## config.mk

```make
export PLATFORM = sky130hd
export DESIGN_NAME = strm_addr_gen
export DESIGN_NICKNAME = d
export VERILOG_FILES = /design/src/rtl/strm_addr_pkg.sv /design/src/rtl/strm_elem_counter.sv /design/src/rtl/strm_offset_calc.sv /design/src/rtl/strm_addr_gen.sv
export SDC_FILE = /design/constraint.sdc
export NUM_CORES = 1
export LEC_CHECK = 0
export BUFFER_PORTS_ARGS = -buffer_cell sky130_fd_sc_hd__buf_2
export CORE_ASPECT_RATIO = 0.7
export CORE_MARGIN = 4
export CORE_UTILIZATION = 58
export CTS_BUF_LIST = sky130_fd_sc_hd__clkbuf_4 sky130_fd_sc_hd__clkbuf_8
export DETAILED_ROUTE_END_ITERATION = 16
export PLACE_DENSITY_LB_ADDON = 0.12
export SKIP_LAST_GASP = 1
export SYNTH_ARGS = -nofsm -noshare
export SYNTH_HDL_FRONTEND = slang
export SYNTH_SLANG_ARGS = --single-unit
```

## constraint.sdc

```tcl
create_clock -name clk -period 24.1 [get_ports clk]
set_clock_uncertainty 0.15 [all_clocks]
set_input_delay 3.615 -clock clk [delete_from_list [all_inputs] [get_ports clk]]
set_output_delay 3.615 -clock clk [all_outputs]
set_load 0.1 [all_outputs]
```

## src/rtl/strm_addr_pkg.sv

```systemverilog
package strm_addr_pkg;

    typedef enum logic [1:0] {
        MODE_SEQ    = 2'd0,
        MODE_STRIDE = 2'd1,
        MODE_INDEX  = 2'd2,
        MODE_BITREV = 2'd3
    } amode_e;

    typedef enum logic [1:0] {
        S_IDLE  = 2'd0,
        S_FETCH = 2'd1,
        S_EMIT  = 2'd2,
        S_DONE  = 2'd3
    } agen_state_e;

endpackage

```

## src/rtl/strm_elem_counter.sv

```systemverilog
module strm_elem_counter #(
    parameter int CW = 16
) (
    input  logic          clk,
    input  logic          rst_n,
    input  logic          load,
    input  logic [CW-1:0] count_in,
    input  logic          advance,
    output logic [CW-1:0] elem,
    output logic          is_last
);

    logic [CW-1:0] idx_q;
    logic [CW-1:0] count_q;

    always_ff @(posedge clk) begin
        if (!rst_n) begin
            idx_q   <= '0;
            count_q <= '0;
        end else if (load) begin
            idx_q   <= '0;
            count_q <= count_in;
        end else if (advance) begin
            idx_q   <= idx_q + 1'b1;
        end
    end

    assign elem    = idx_q;
    assign is_last = (idx_q == count_q - 1'b1);

    // an element is consumed only while it lies inside the stream
    assert_elem_in_range_R7: assert property (@(posedge clk) disable iff (!rst_n)
        advance |-> (idx_q < count_q));

endmodule

```

## src/rtl/strm_offset_calc.sv

```systemverilog
module strm_offset_calc
    import strm_addr_pkg::*;
#(
    parameter int AW = 32,
    parameter int CW = 16,
    parameter int KW = 5
) (
    input  amode_e        mode,
    input  logic [CW-1:0] elem,
    input  logic [AW-1:0] param,
    input  logic [AW-1:0] idx_word,
    output logic [AW-1:0] offset
);

    logic [CW-1:0] rev_full;
    logic [CW-1:0] rev_k;
    logic [KW-1:0] k_raw;
    logic [31:0]   k_clamped;
    logic [31:0]   shamt;
    logic [AW-1:0] stride_off;

    // full-width reversal of the element number, one wire per bit
    for (genvar g = 0; g < CW; g++) begin : g_rev
        assign rev_full[g] = elem[CW-1-g];
    end

    assign k_raw     = param[KW-1:0];
    assign k_clamped = (32'(k_raw) > 32'(CW)) ? 32'(CW) : 32'(k_raw);
    assign shamt     = 32'(CW) - k_clamped;
    assign rev_k     = rev_full >> shamt;

    assign stride_off = AW'(elem) * param;

    always_comb begin
        unique case (mode)
            MODE_SEQ:    offset = AW'(elem);
            MODE_STRIDE: offset = stride_off;
            MODE_INDEX:  offset = idx_word;
            MODE_BITREV: offset = AW'(rev_k);
            default:     offset = '0;
        endcase
    end

endmodule

```

## src/rtl/strm_addr_gen.sv

```systemverilog
module strm_addr_gen
    import strm_addr_pkg::*;
#(
    parameter int AW = 32,
    parameter int CW = 16,
    parameter int KW = 5
) (
    input  logic          clk,
    input  logic          rst_n,
    input  logic          start,
    input  logic [AW-1:0] cmd_base,
    input  logic [CW-1:0] cmd_count,
    input  logic [1:0]    cmd_mode,
    input  logic [AW-1:0] cmd_param,
    input  logic          cmd_write,
    output logic          busy,
    input  logic          idx_valid,
    input  logic [AW-1:0] idx_data,
    output logic          idx_ready,
    output logic          addr_valid,
    output logic [AW-1:0] addr_data,
    output logic          addr_last,
    output logic          addr_write,
    input  logic          addr_ready,
    output logic          done
);

    agen_state_e   state_q, state_d;
    amode_e        mode_q;
    logic [AW-1:0] base_q;
    logic [AW-1:0] param_q;
    logic [AW-1:0] idxw_q;
    logic          wr_q;

    logic          take_cmd;
    logic          take_idx;
    logic          take_addr;
    logic [CW-1:0] elem;
    logic          is_last;
    logic [AW-1:0] offset;

    assign take_cmd  = (state_q == S_IDLE) && start;
    assign take_idx  = (state_q == S_FETCH) && idx_valid;
    assign take_addr = (state_q == S_EMIT) && addr_ready;

    // state register
    always_ff @(posedge clk) begin
        if (!rst_n) state_q <= S_IDLE;
        else        state_q <= state_d;
    end

    // next-state decision
    always_comb begin
        state_d = state_q;
        unique case (state_q)
            S_IDLE: begin
                if (start) begin
                    if (cmd_count == '0)                     state_d = S_DONE;
                    else if (amode_e'(cmd_mode) == MODE_INDEX) state_d = S_FETCH;
                    else                                     state_d = S_EMIT;
                end
            end
            S_FETCH: begin
                if (idx_valid) state_d = S_EMIT;
            end
            S_EMIT: begin
                if (addr_ready) begin
                    if (is_last)                  state_d = S_DONE;
                    else if (mode_q == MODE_INDEX) state_d = S_FETCH;
                    else                          state_d = S_EMIT;
                end
            end
            S_DONE:  state_d = S_IDLE;
            default: state_d = S_IDLE;
        endcase
    end

    // outputs
    always_comb begin
        busy       = (state_q != S_IDLE);
        idx_ready  = (state_q == S_FETCH);
        addr_valid = (state_q == S_EMIT);
        addr_last  = (state_q == S_EMIT) && is_last;
        done       = (state_q == S_DONE);
        addr_write = wr_q;
        addr_data  = base_q + offset;
    end

    // command and index capture
    always_ff @(posedge clk) begin
        if (!rst_n) begin
            mode_q  <= MODE_SEQ;
            base_q  <= '0;
            param_q <= '0;
            wr_q    <= 1'b0;
            idxw_q  <= '0;
        end else begin
            if (take_cmd) begin
                mode_q  <= amode_e'(cmd_mode);
                base_q  <= cmd_base;
                param_q <= cmd_param;
                wr_q    <= cmd_write;
            end
            if (take_idx) idxw_q <= idx_data;
        end
    end

    strm_elem_counter #(.CW(CW)) u_cnt (
        .clk      (clk),
        .rst_n    (rst_n),
        .load     (take_cmd),
        .count_in (cmd_count),
        .advance  (take_addr),
        .elem     (elem),
        .is_last  (is_last)
    );

    strm_offset_calc #(.AW(AW), .CW(CW), .KW(KW)) u_off (
        .mode     (mode_q),
        .elem     (elem),
        .param    (param_q),
        .idx_word (idxw_q),
        .offset   (offset)
    );

    assert_last_with_valid_R7: assert property (@(posedge clk) disable iff (!rst_n)
        addr_last |-> addr_valid);

    assert_done_single_R8: assert property (@(posedge clk) disable iff (!rst_n)
        done |=> (!done && !busy));

    assert_hold_under_stall_R11: assert property (@(posedge clk) disable iff (!rst_n)
        (addr_valid && !addr_ready) |=> (addr_valid && $stable(addr_data) && $stable(addr_last)));

    assert_index_before_addr_R5: assert property (@(posedge clk) disable iff (!rst_n)
        ($rose(addr_valid) && mode_q == MODE_INDEX) |-> $past(idx_valid && idx_ready));

    assert_zero_count_done_R10: assert property (@(posedge clk) disable iff (!rst_n)
        (!busy && start && cmd_count == '0) |=> (done && !addr_valid));

    assert_busy_start_ignored_R9: assert property (@(posedge clk) disable iff (!rst_n)
        (busy && start) |=> $stable(base_q));

    assert_first_addr_next_R12: assert property (@(posedge clk) disable iff (!rst_n)
        (!busy && start && cmd_count != '0 && amode_e'(cmd_mode) != MODE_INDEX) |=> addr_valid);

endmodule

```

==> impl_summary.md <==
Flow run
The count of max-cap constraint violations is 0.

Worst setup path
In this run the worst path has a maximum fanout of 27. The largest individual stage delay along the critical path comes from the cell sky130_fd_sc_hd__dfxtp_1. The launching element type of the critical path is a flop.

For the worst setup path, the data arrival time is 9.50 ns. The critical path's top delay family is adder cells. The type of the setup path with the least slack is reg -> out. The critical path's largest stage delay is 0.66 ns. By instance count, the cell type seen most on the critical path is sky130_fd_sc_hd__fa_1. STA classifies the critical path endpoint as a primary output.

The number of buffers and inverters on the critical path is 6. At the worst endpoint, the required time is just over 20 ns.

Clock network
The master cell of the clock root buffer is sky130_fd_sc_hd__clkbuf_8. The TritonCTS clock tree is built. The latest clock arrival within the worst-skew pair is 0.49 ns.

The number of levels in the clock H-tree is 4. After clock tree synthesis, the flow added hold-fix buffers numbering 0. Buffers inserted during clock tree synthesis total 17. The number of gates resized after CTS was 0. The number of setup buffers added after CTS is 0. No sink is reached through more buffers than the 2 on the longest clock path. The clock sink count is around 130.

Clock-pin slew was measured on the worst setup and hold paths at ~0.1 ns.

Hold path
In this run the worst hold path is classified as reg -> reg.

Finish
Once layout is done, the placed cells without fillers occupy ~21000 µm². 0 antenna diodes ended up in the layout. The fraction of layout instances using a drive strength above 1 is 0.0973. In the final layout, the multi-input gates occupy between 15000 and 20000 µm². The area occupied by registers is between 2000 and 3000 µm². The area growth from synthesis to final layout is 6.91%. After filler insertion, the fill cell instance count of the layout stands at roughly 3000. The count of nets after finishing is approximately 3000.

Die
The effective utilization at floorplan is 0.588. The floorplan step set the die height to 162 µm. The region available for standard cell placement spans roughly 33000 µm². The area of the die is between 30000 and 40000 µm². In this run the core area contains between 50 and 60 standard-cell rows. 158 I/O pins were placed.

The overall die width is between 200 and 250 µm.

Pwr
VDD sags by at most between 40 and 50 µV. For this design the static power due to leakage is between 9 and 10 nW. In this run the power density over the cells is between 30 and 40 nW/µm².

Routing
After detailed routing, the wire length on met1 is approximately 25000 µm. The detailed router placed between 15000 and 20000 vias in this run. The final antenna-violating net count is 0. The average wire per standard cell is 18.9 µm. Dividing the detail-routed via count by the number of cells gives 5.63.

After detailed routing, the number of remaining DRC violations is 0. For this block, the initial DRC count from the detailed router was 1347. The routed design uses between 20000 and 30000 µm of met2 wire. Signal routing reaches up to met4. The number of optimization iterations in the first detailed-route pass is 6.

The met3 wire length is about 4200 µm. For this block, the routed nets add up to between 50000 and 60000 µm of wire.

Synth
In this run, synthesis produced a sequential element count of between 100 and 150. In this run, synthesis inferred 0 flip-flops with an integrated enable. The instance count of the mapped netlist is ~2400.

The warning count from the yosys run is 0. The net count of the mapped netlist is 2943. The mapped netlist covers around 20000 µm². Dividing the synthesized area by the synthesized cell count gives about 8.1 µm². The most frequently used flop master after synthesis is sky130_fd_sc_hd__dfxtp_1. The count of distinct cell types in the synthesized netlist is 67. The share of flip-flops with an asynchronous set or reset is 0. Of the synthesized area, sequential elements account for 0.136.

Placement
At the end of routability-driven placement, the weighted congestion stood at around 0.94. Detailed placement finished with a half-perimeter wire length of approximately 42000 µm. After detailed placement, the total cell area comes to 20600 µm². The number of I/O port buffers is 157.

Timing
Setup repair after global routing left no endpoint under its margin. The worst max-slew margin expressed relative to the limit is 0.318. The transition time at the pin with the least slew margin is about 1 ns. The final-layout setup total negative slack is 0 ns. The total count of max-transition violations in the final report is 0.

The number of hold-slack violations in the final timing report is 0. The part of the cycle the worst path needs is 0.550. Setup violations remaining at the end of the flow were counted as 0. The smallest clock period supported by the final layout is computed as about 13 ns. The maximum frequency from static timing analysis is about 0.075 GHz.

GRT
For this run, the total global-route usage over all layers was measured as 0.302. The initial antenna violation count came to 0. The first global-routing pass estimated just under 90000 µm of wire. Entering global routing, the biggest net connects 84 pins. The via count of the first global-routing pass is approximately 17000. Summed over all layers, the global routing overflow is 0.

Status
The run finished with clean final reports.
==> Yosys cell counts (all sizes together), types with 6 or more instances <==
cell | number | share of area
nand2 | 534 | 0.10
inv | 353 | 0.067
fa | 305 | 0.31
and2 | 137 | 0.044
dfxtp | 133 | 0.14
clkbuf | 125 | 0.024
a21boi | 119 | 0.045
ha | 100 | 0.064
xnor2 | 77 | 0.035
nor2 | 76 | 0.015
a21oi | 69 | 0.018
o21ai | 54 | 0.014
xor2 | 36 | 0.016
nand3 | 27 | 0.0069
a21o | 26 | 0.0099
nor3 | 24 | 0.0061
buf | 23 | 0.0060
nand2b | 17 | 0.0054
and3 | 14 | 0.0045
mux2i | 14 | 0.0071
a211oi | 13 | 0.0050
a22o | 13 | 0.0058
nor2b | 13 | 0.0041
a31oi | 12 | 0.0038
nor4 | 10 | 0.0035
mux2 | 9 | 0.0052
o21a | 9 | 0.0034
o21bai | 8 | 0.0031
o22ai | 7 | 0.0022
a221oi | 6 | 0.0033
==> registers in the layout, indices dropped and copies added (netlist names) <==
signal         count
addr_write         1
base_q            32
param_q           32
mode_q             2
u_cnt.elem        16
u_cnt.count_q     16
state_q            2
idxw_q            32
==> metrics by stage <==
| stage | power, mW | worst slack [ns] | hold slack [ns] | util | std cells |
|---|---|---|---|---|---|
| final | 0.775 | 10.83 | 0.317 | 0.628 | 2922 |
| after global routing | 0.809 | 10.48 | 0.340 | 0.628 | 2922 |
| after CTS | 0.775 | 10.94 | 0.321 | 0.628 | 2922 |
| after detailed placement | 0.569 | 11.55 | 0.310 | 0.616 | 2890 |
| after global placement | 0.565 | 11.55 | 0.299 | 0.616 | 2890 |
| after floorplan | 0.494 | 11.43 | 0.291 | - | 2418 |
==> layout by cell type (no fill, tap or decap), drive strengths merged, types with 8 or more instances in the layout <==
master and instances:
nor2 76, fa 305, mux2i 14, nor3 24, xor2 36, o21ai 54
xnor2 77, mux2 9, a21o 26, o21bai 8, dfxtp 133, a31oi 12
and3 14, clkbuf 17, nand2 534, a21oi 69, nor2b 13, nor4 10
inv 360, and2 137, o21a 9, a22o 13, ha 100, buf 185
a21boi 119, a211oi 13, nand3 27, nand2b 17
==> worst min-delay path, stage by stage, from the launching register on <==
cell	delay, ns
sky130_fd_sc_hd__dfxtp_1	0.32
sky130_fd_sc_hd__nand2_1	0.05
sky130_fd_sc_hd__a21boi_0	0.06
==> final cells by class <==
cell class	instances	share of cell area
Timing Repair Buffer	185	0.0474
Multi-Input combinational cell	1783	0.717
Inverter	354	0.0633
Tap cell	435	0.0259
Clock inverter	15	0.00804
Clock buffer	17	0.0111
Sequential cell	133	0.127
==> report_power, final <==
group / internal (mW) / switching (mW) / total, mW
clock: 0.0947 / 0.113 / 0.207
combinational: 0.0772 / 0.214 / 0.291
sequential: 0.238 / 0.0390 / 0.277
==> worst paths after layout <==
| kind | startpoint | to | slack (ns) | cells after the start |
|---|---|---|---|---|
| hold / removal | idxw_q[19]$_SDFFE_PN0P_ | idxw_q[19]$_SDFFE_PN0P_ | 0.32 | 2 |
| setup / recovery | u_cnt.elem[1]$_SDFFE_PP0P_ | addr_data[30] | 10.83 | 29 |
| hold reg to reg | idxw_q[19]$_SDFFE_PN0P_ | idxw_q[19]$_SDFFE_PN0P_ | 0.32 | 2 |
| setup reg to reg | u_cnt.count_q[2]$_SDFFE_PN0P_ | state_q[0]$_SDFFE_PN0P_ | 20.82 | 10 |
==> kinds of logic (layout without fill, tap and decap cells) <==
family,count (synthesis),count (layout),share of synthesized area
AOI/OAI and AO/OA,369,369,0.129
xor gates and xnor gates,114,114,0.0527
adders and majority gates,405,405,0.375
buffers and inverters,502,571,0.0977
DFF,133,133,0.136
muxes,23,23,0.0123
and+or+nand+nor,872,872,0.198
==> routing by layer <==
| layer | GRT usage | vias to the layer above |
|---|---|---|
| met5 | 0 | - |
| met4 | 0.0745 | 0 |
| met3 | 0.0542 | 93 |
| met2 | 0.486 | 644 |
| met1 | 0.429 | 8091 |
| li1 | - | 7627 |
(Power assumes the default switching activity.)
